--- config.mk ---
export PLATFORM = sky130hd
export DESIGN_NAME = gpio_pad_cfg
export DESIGN_NICKNAME = d
export VERILOG_FILES = /design/src/rtl/gpio_cfg_pkg.sv /design/src/rtl/gpio_lock_ctrl.sv /design/src/rtl/gpio_pull_pair.sv /design/src/rtl/gpio_drive_sel.sv /design/src/rtl/gpio_pad_cfg.sv
export SDC_FILE = /design/constraint.sdc
export NUM_CORES = 1
export LEC_CHECK = 0
export ABC_AREA = 1
export BUFFER_PORTS_ARGS = -buffer_cell sky130_fd_sc_hd__buf_2
export CORE_MARGIN = 10
export CORE_UTILIZATION = 40
export CTS_CLUSTER_SIZE = 10
export DETAILED_ROUTE_END_ITERATION = 6
export GPL_TIMING_DRIVEN = 1
export PLACE_DENSITY_LB_ADDON = 0.2
export SETUP_SLACK_MARGIN = 0.1
export SYNTH_ARGS = -nofsm -noshare
export SYNTH_HDL_FRONTEND = slang
export SYNTH_SLANG_ARGS = --single-unit
--- constraint.sdc ---
create_clock -name clk_i -period 3.8 [get_ports clk_i]
set_clock_uncertainty 0.1 [all_clocks]
set_input_delay 0.57 -clock clk_i [delete_from_list [all_inputs] [get_ports clk_i]]
set_output_delay 0.57 -clock clk_i [all_outputs]
set_load 0.02 [all_outputs]
--- src/rtl/gpio_cfg_pkg.sv ---
package gpio_cfg_pkg;
  localparam int unsigned REG_AW = 4;
  localparam int unsigned BUS_DW = 32;
  localparam logic [BUS_DW-1:0] UNLOCK_KEY = 32'h4C4F434B;

  typedef enum logic [REG_AW-1:0] {
    RA_DIR    = 4'd0,
    RA_DEN    = 4'd1,
    RA_ANA    = 4'd2,
    RA_PU     = 4'd3,
    RA_PD     = 4'd4,
    RA_OD     = 4'd5,
    RA_DRV2   = 4'd6,
    RA_DRV4   = 4'd7,
    RA_DRV8   = 4'd8,
    RA_SLEW   = 4'd9,
    RA_AFEN   = 4'd10,
    RA_FSEL   = 4'd11,
    RA_LOCK   = 4'd12,
    RA_COMMIT = 4'd13
  } reg_addr_e;
endpackage

--- src/rtl/gpio_lock_ctrl.sv ---
module gpio_lock_ctrl
  import gpio_cfg_pkg::*;
#(
  parameter int unsigned NUM_PINS = 8,
  parameter logic [NUM_PINS-1:0] SPECIAL_MASK = '0
) (
  input  logic                clk_i,
  input  logic                rst_ni,
  input  logic                wr_lock_i,
  input  logic                wr_commit_i,
  input  logic [BUS_DW-1:0]   wdata_i,
  output logic                locked_o,
  output logic [NUM_PINS-1:0] commit_o
);
  always_ff @(posedge clk_i or negedge rst_ni) begin
    if (!rst_ni) begin
      locked_o <= 1'b1;
      commit_o <= ~SPECIAL_MASK;
    end else begin
      if (wr_lock_i) locked_o <= (wdata_i != UNLOCK_KEY);
      if (wr_commit_i && !locked_o) commit_o <= wdata_i[NUM_PINS-1:0];
    end
  end

  a_r7_relock: assert property (@(posedge clk_i) disable iff (!rst_ni)
    (wr_lock_i && wdata_i != UNLOCK_KEY) |=> locked_o);
  a_r7_unlock: assert property (@(posedge clk_i) disable iff (!rst_ni)
    (wr_lock_i && wdata_i == UNLOCK_KEY) |=> !locked_o);
  a_r8_commit_hold: assert property (@(posedge clk_i) disable iff (!rst_ni)
    (!(wr_commit_i && !locked_o)) |=> $stable(commit_o));
endmodule

--- src/rtl/gpio_pull_pair.sv ---
module gpio_pull_pair #(
  parameter int unsigned NUM_PINS = 8
) (
  input  logic                clk_i,
  input  logic                rst_ni,
  input  logic                wr_pu_i,
  input  logic                wr_pd_i,
  input  logic [NUM_PINS-1:0] wdata_i,
  input  logic [NUM_PINS-1:0] commit_i,
  output logic [NUM_PINS-1:0] pu_o,
  output logic [NUM_PINS-1:0] pd_o
);
  logic [NUM_PINS-1:0] hit;
  assign hit = wdata_i & commit_i;

  always_ff @(posedge clk_i or negedge rst_ni) begin
    if (!rst_ni) begin
      pu_o <= '0;
      pd_o <= '0;
    end else if (wr_pu_i) begin
      pu_o <= (pu_o & ~commit_i) | hit;
      pd_o <= pd_o & ~hit;
    end else if (wr_pd_i) begin
      pd_o <= (pd_o & ~commit_i) | hit;
      pu_o <= pu_o & ~hit;
    end
  end

  a_r3_pull_excl: assert property (@(posedge clk_i) disable iff (!rst_ni)
    (pu_o & pd_o) == '0);
  a_r9_pu_gate: assert property (@(posedge clk_i) disable iff (!rst_ni)
    wr_pu_i |=> ((pu_o ^ $past(pu_o)) & ~$past(commit_i)) == '0);
  a_r9_pd_gate: assert property (@(posedge clk_i) disable iff (!rst_ni)
    wr_pd_i |=> ((pd_o ^ $past(pd_o)) & ~$past(commit_i)) == '0);
endmodule

--- src/rtl/gpio_drive_sel.sv ---
module gpio_drive_sel #(
  parameter int unsigned NUM_PINS = 8
) (
  input  logic                  clk_i,
  input  logic                  rst_ni,
  input  logic                  wr_d2_i,
  input  logic                  wr_d4_i,
  input  logic                  wr_d8_i,
  input  logic                  wr_slew_i,
  input  logic [NUM_PINS-1:0]   wdata_i,
  output logic [NUM_PINS-1:0]   d2_o,
  output logic [NUM_PINS-1:0]   d4_o,
  output logic [NUM_PINS-1:0]   d8_o,
  output logic [NUM_PINS-1:0]   slew_raw_o,
  output logic [2*NUM_PINS-1:0] drv_sel_o,
  output logic [NUM_PINS-1:0]   slew_o
);
  always_ff @(posedge clk_i or negedge rst_ni) begin
    if (!rst_ni) begin
      d2_o       <= '1;
      d4_o       <= '0;
      d8_o       <= '0;
      slew_raw_o <= '0;
    end else begin
      if (wr_d2_i) begin
        d2_o <= d2_o | wdata_i;
        d4_o <= d4_o & ~wdata_i;
        d8_o <= d8_o & ~wdata_i;
      end else if (wr_d4_i) begin
        d4_o <= d4_o | wdata_i;
        d2_o <= d2_o & ~wdata_i;
        d8_o <= d8_o & ~wdata_i;
      end else if (wr_d8_i) begin
        d8_o <= d8_o | wdata_i;
        d2_o <= d2_o & ~wdata_i;
        d4_o <= d4_o & ~wdata_i;
      end
      if (wr_slew_i) slew_raw_o <= wdata_i;
    end
  end

  assign slew_o = slew_raw_o & d8_o;

  for (genvar i = 0; i < NUM_PINS; i++) begin : g_pin
    assign drv_sel_o[2*i +: 2] = d8_o[i] ? 2'd2 : (d4_o[i] ? 2'd1 : 2'd0);

    a_r4_drive_onehot: assert property (@(posedge clk_i) disable iff (!rst_ni)
      $onehot({d8_o[i], d4_o[i], d2_o[i]}));
  end
endmodule

--- src/rtl/gpio_pad_cfg.sv ---
module gpio_pad_cfg
  import gpio_cfg_pkg::*;
#(
  parameter int unsigned NUM_PINS = 8,
  parameter logic [NUM_PINS-1:0]   SPECIAL_MASK = 8'h03,
  parameter logic [4*NUM_PINS-1:0] SPECIAL_FSEL = 32'h0000_0011
) (
  input  logic                  clk_i,
  input  logic                  rst_ni,
  input  logic                  we_i,
  input  logic [REG_AW-1:0]     addr_i,
  input  logic [BUS_DW-1:0]     wdata_i,
  output logic [BUS_DW-1:0]     rdata_o,
  output logic [NUM_PINS-1:0]   dir_o,
  output logic [NUM_PINS-1:0]   dig_en_o,
  output logic [NUM_PINS-1:0]   ana_o,
  output logic [NUM_PINS-1:0]   pu_o,
  output logic [NUM_PINS-1:0]   pd_o,
  output logic [NUM_PINS-1:0]   od_o,
  output logic [2*NUM_PINS-1:0] drv_sel_o,
  output logic [NUM_PINS-1:0]   slew_o,
  output logic [NUM_PINS-1:0]   afen_o,
  output logic [4*NUM_PINS-1:0] fsel_o
);
  localparam int unsigned FSEL_W = 4 * NUM_PINS;
  localparam int unsigned PAD_W  = BUS_DW - NUM_PINS;

  function automatic logic [BUS_DW-1:0] zext(input logic [NUM_PINS-1:0] v);
    return {{PAD_W{1'b0}}, v};
  endfunction

  logic [NUM_PINS-1:0] ana_q, commit, d2, d4, d8, slew_raw, wd;
  logic                locked;

  assign wd = wdata_i[NUM_PINS-1:0];

  function automatic logic hit(input logic we, input logic [REG_AW-1:0] a,
                               input reg_addr_e r);
    return we && (a == r);
  endfunction

  gpio_lock_ctrl #(.NUM_PINS(NUM_PINS), .SPECIAL_MASK(SPECIAL_MASK)) u_lock (
    .clk_i, .rst_ni,
    .wr_lock_i   (hit(we_i, addr_i, RA_LOCK)),
    .wr_commit_i (hit(we_i, addr_i, RA_COMMIT)),
    .wdata_i,
    .locked_o    (locked),
    .commit_o    (commit)
  );

  gpio_pull_pair #(.NUM_PINS(NUM_PINS)) u_pull (
    .clk_i, .rst_ni,
    .wr_pu_i  (hit(we_i, addr_i, RA_PU)),
    .wr_pd_i  (hit(we_i, addr_i, RA_PD)),
    .wdata_i  (wd),
    .commit_i (commit),
    .pu_o, .pd_o
  );

  gpio_drive_sel #(.NUM_PINS(NUM_PINS)) u_drv (
    .clk_i, .rst_ni,
    .wr_d2_i    (hit(we_i, addr_i, RA_DRV2)),
    .wr_d4_i    (hit(we_i, addr_i, RA_DRV4)),
    .wr_d8_i    (hit(we_i, addr_i, RA_DRV8)),
    .wr_slew_i  (hit(we_i, addr_i, RA_SLEW)),
    .wdata_i    (wd),
    .d2_o       (d2),
    .d4_o       (d4),
    .d8_o       (d8),
    .slew_raw_o (slew_raw),
    .drv_sel_o,
    .slew_o
  );

  always_ff @(posedge clk_i or negedge rst_ni) begin
    if (!rst_ni) begin
      dir_o    <= '0;
      dig_en_o <= '1;
      ana_q    <= '0;
      od_o     <= '0;
      afen_o   <= SPECIAL_MASK;
      fsel_o   <= SPECIAL_FSEL;
    end else if (we_i) begin
      unique case (addr_i)
        RA_DIR:  dir_o    <= wd;
        RA_DEN:  dig_en_o <= (dig_en_o & ~commit) | (wd & commit);
        RA_ANA:  ana_q    <= wd;
        RA_OD:   od_o     <= wd;
        RA_AFEN: afen_o   <= (afen_o & ~commit) | (wd & commit);
        RA_FSEL: fsel_o   <= wdata_i[FSEL_W-1:0];
        default: ;
      endcase
    end
  end

  assign ana_o = ana_q & ~dig_en_o;

  always_comb begin
    rdata_o = '0;
    unique case (addr_i)
      RA_DIR:    rdata_o = zext(dir_o);
      RA_DEN:    rdata_o = zext(dig_en_o);
      RA_ANA:    rdata_o = zext(ana_q);
      RA_PU:     rdata_o = zext(pu_o);
      RA_PD:     rdata_o = zext(pd_o);
      RA_OD:     rdata_o = zext(od_o);
      RA_DRV2:   rdata_o = zext(d2);
      RA_DRV4:   rdata_o = zext(d4);
      RA_DRV8:   rdata_o = zext(d8);
      RA_SLEW:   rdata_o = zext(slew_raw);
      RA_AFEN:   rdata_o = zext(afen_o);
      RA_FSEL:   rdata_o = {{(BUS_DW-FSEL_W){1'b0}}, fsel_o};
      RA_LOCK:   rdata_o = {{(BUS_DW-1){1'b0}}, locked};
      RA_COMMIT: rdata_o = zext(commit);
      default:   rdata_o = '0;
    endcase
  end

  a_r9_den_gate: assert property (@(posedge clk_i) disable iff (!rst_ni)
    1'b1 |=> ((dig_en_o ^ $past(dig_en_o)) & ~$past(commit)) == '0);
  a_r9_afen_gate: assert property (@(posedge clk_i) disable iff (!rst_ni)
    1'b1 |=> ((afen_o ^ $past(afen_o)) & ~$past(commit)) == '0);
  a_r5_slew_needs_8ma: assert property (@(posedge clk_i) disable iff (!rst_ni)
    (slew_o & ~d8) == '0);
  a_r2_fsel_hold: assert property (@(posedge clk_i) disable iff (!rst_ni)
    !(we_i && addr_i == RA_FSEL) |=> $stable(fsel_o));
endmodule

==> impl_metrics.csv <==
group,metric,value,unit
job,cap_violations,0,
setup_path,required,3130,ps
route,wl_per_cell,17.7,um
grt,gr-total-overflow,0,
sta,finalSetupViolCount,0,
clock_tree,clk_pin_slew,60,ps
finish,antennaDiodeCount,0,
grt,grt_max_degree,64,
finish,areaGrowthSynthToFinish,23.8,%
setup_path,max_stage_delay,690,ps
setup_path,cp-end-kind,"output port",
floorplan,initial_utilization,40.6,%
sta,period_share,73.6,%
setup_path,crit_arrival,2130,ps
route,drc,0,
yosys,ys_warn_count,0,
route,vias,7029,
yosys,synth_area_per_cell,7.12,sq um
yosys,synth_cell_types,22,
sta,fmax,358,MHz
clock_tree,cts_tree,"yes",
sta,hold_viol,0,
setup_path,path_cells,"buf_2 > nor2_4 > nand3_1 > nand2_1 > inv_1 > nand2_1 > nor2_1 > nand2_1 > buf_2",
setup_path,cp-start-kind,"input pin",
sta,fin_crit,2800,ps
clock_tree,ctsResizeCount,0,
route,drt-total-wl,24500,um
worst_hold_path,hp-class,"input pin to asynchronous set/reset pin",
yosys,syn_nets,1017,
route,wl_met3,1730,um
floorplan,core_area,17200,sq um
yosys,netlist_area,6970,sq um
place,port_buffers,182,
finish,final_nets,1186,
route,detail-route-antenna-nets,0,
sta,rsz0062_at_grt,"false",
pwr,power.total,4.69,mW
route,wl_met2,11600,um
clock_tree,cts_buffer_depth,2,
sta,worst_pin_slew,1020,ps
clock_tree,clkSinkCount,129,
route,first_pass_iters,5,
floorplan,fp-row-count,48,
sta,fin_setup_tns,0,ps
grt,grt_pass1_wl,38800,um
route,avgViaCountPerCell,5.08,
setup_path,crit_buf_inv,3,
finish,drive_gt1_share,24.1,%
place,hpwl,18500,um
grt,grt_util_all_layers,20.9,%
sta,hold_ws,68.2,ps
floorplan,die_area,23100,sq um
setup_path,worst_path_most_repeated_cell,"nand2_1",
clock_tree,clk_root_buffer_cell,"clkbuf_16",
yosys,synthCells,978,
setup_path,cp_slowest_cell,"nor2_4",
grt,antenna_found_initial,1,
clock_tree,numCtsBuffers,17,
setup_path,crit_fanout,37,
clock_tree,clk_latency,440,ps
pwr,peakVddDrop,0.362,mV
route,highest_layer,"met5",
finish,fin_util,50.2,%
clock_tree,cts-hold-fix-buffers,0,
floorplan,fp.dieH,152,um
grt,grt_pass1_vias,6700,
pwr,power_leakage,4.70,nW
pwr,p_per_area,544,nW/um^2
yosys,ys_seq_area_share,46.8,%
setup_path,criticalPathCategory,"input pin to output port",
clock_tree,htree_num_levels,4,
place,gp_congestion,0.887,
yosys,ys_ff_latch,129,
sta,maxSlewHeadroom,32.1,%
route,m1WireLength,10700,um
floorplan,fp.dieW,152,um
floorplan,num_io_pins,183,
setup_path,path_delay_family,"simple AND/OR/NAND/NOR gates",
clock_tree,cts_setup_buffers,0,
status,outcome,"completed",
sta,slew_viol_final,0,
route,first_iter_violations,654,
==> worst reg2reg max path, stage by stage, from the launching register on <==
cell and delay (ps):
dfstp_2 650, inv_1 100, o21ai_0 260, nand2_1 100
nand2_1 70
==> power breakdown <==
part,switching (mW),total (mW),internal [mW]
sequential,0.294,1.95,1.66
clock,0.690,1.61,0.920
combinational,0.772,1.13,0.353
==> layout make-up <==
| cell class | count | area [sq um] |
|---|---|---|
| clock inverters | 15 | 151 |
| inverters | 109 | 409 |
| multi-input cells | 700 | 3110 |
| fillers | 1753 | 8550 |
| flip-flops and latches | 129 | 3260 |
| well taps | 225 | 282 |
| repair buffers | 190 | 986 |
| clock buffers | 17 | 425 |
==> placed cells by master, fill, tap and decap left out, types with 17 or more instances in the layout <==
| cell type | count |
|---|---|
| buf_2 | 181 |
| inv_1 | 106 |
| nand2_1 | 319 |
| dfrtp_1 | 102 |
| o21ai_0 | 115 |
| clkbuf_16 | 17 |
| o21ai_1 | 20 |
| dfstp_2 | 27 |
| nand3_1 | 97 |
| nor2_1 | 97 |
==> stage by stage <==
step,cell area [sq um],cells,setup slack (ps)
2_1_floorplan,6970,978,1650
3_3_place_gp,8050,1353,1050
3_5_place_dp,8050,1353,1020
4_1_cts,8620,1385,1020
5_1_grt,8620,1385,826
6_report,8620,1385,1000
==> cells in the mapped netlist <==
library cell,instances,share of area [%]
buf_2,20,1.4
nand3_4,1,0.25
buf_4,1,0.11
clkbuf_1,18,0.97
inv_2,3,0.16
nand2_2,12,1.1
o31ai_1,6,0.65
dfstp_2,27,10
inv_1,106,5.7
nand3_2,1,0.14
o21ai_0,115,8.3
a21oi_1,12,0.86
dfrtp_1,102,37
o21ai_1,20,1.4
nand2_4,2,0.32
nand3_1,97,7.0
nand2_1,319,17
nor3_1,7,0.50
buf_6,1,0.16
nor2_4,10,1.6
nor2_1,97,5.2
o21ai_2,1,0.13
==> routing by layer <==
layer	vias to the layer above	global-route usage, %
met1	3288	27.3
met4	2	6.05
li1	3436	-
met3	43	5.22
met2	260	33.6
met5	-	0
==> cell families after synthesis <==
logic type             after synthesis  synth area share (%)
AO/OA/AOI/OAI                      154                  11.3
AND/OR/NAND/NOR                    546                  33.3
flip-flops                         129                  46.8
buffers and inverters              149                  8.55
==> path summary, 6_finish.rpt <==
path / start / endpoint / slack [ps] / cells after the start
setup / recovery: addr_i[3] / rdata_o[1] / 1000 / 9
hold / removal: rst_ni / asynchronous set/reset pin / 70 / 1
setup reg to reg: u_lock.commit_o[4] / flip-flop / 2460 / 4
hold reg to reg: flip-flop / flip-flop / 380 / 2
max in group asynchronous: rst_ni / asynchronous set/reset pin / 2700 / 2
min in group clk_i: wdata_i[8] / fsel_o[8] / 290 / 3
(Power assumes the default switching activity.)
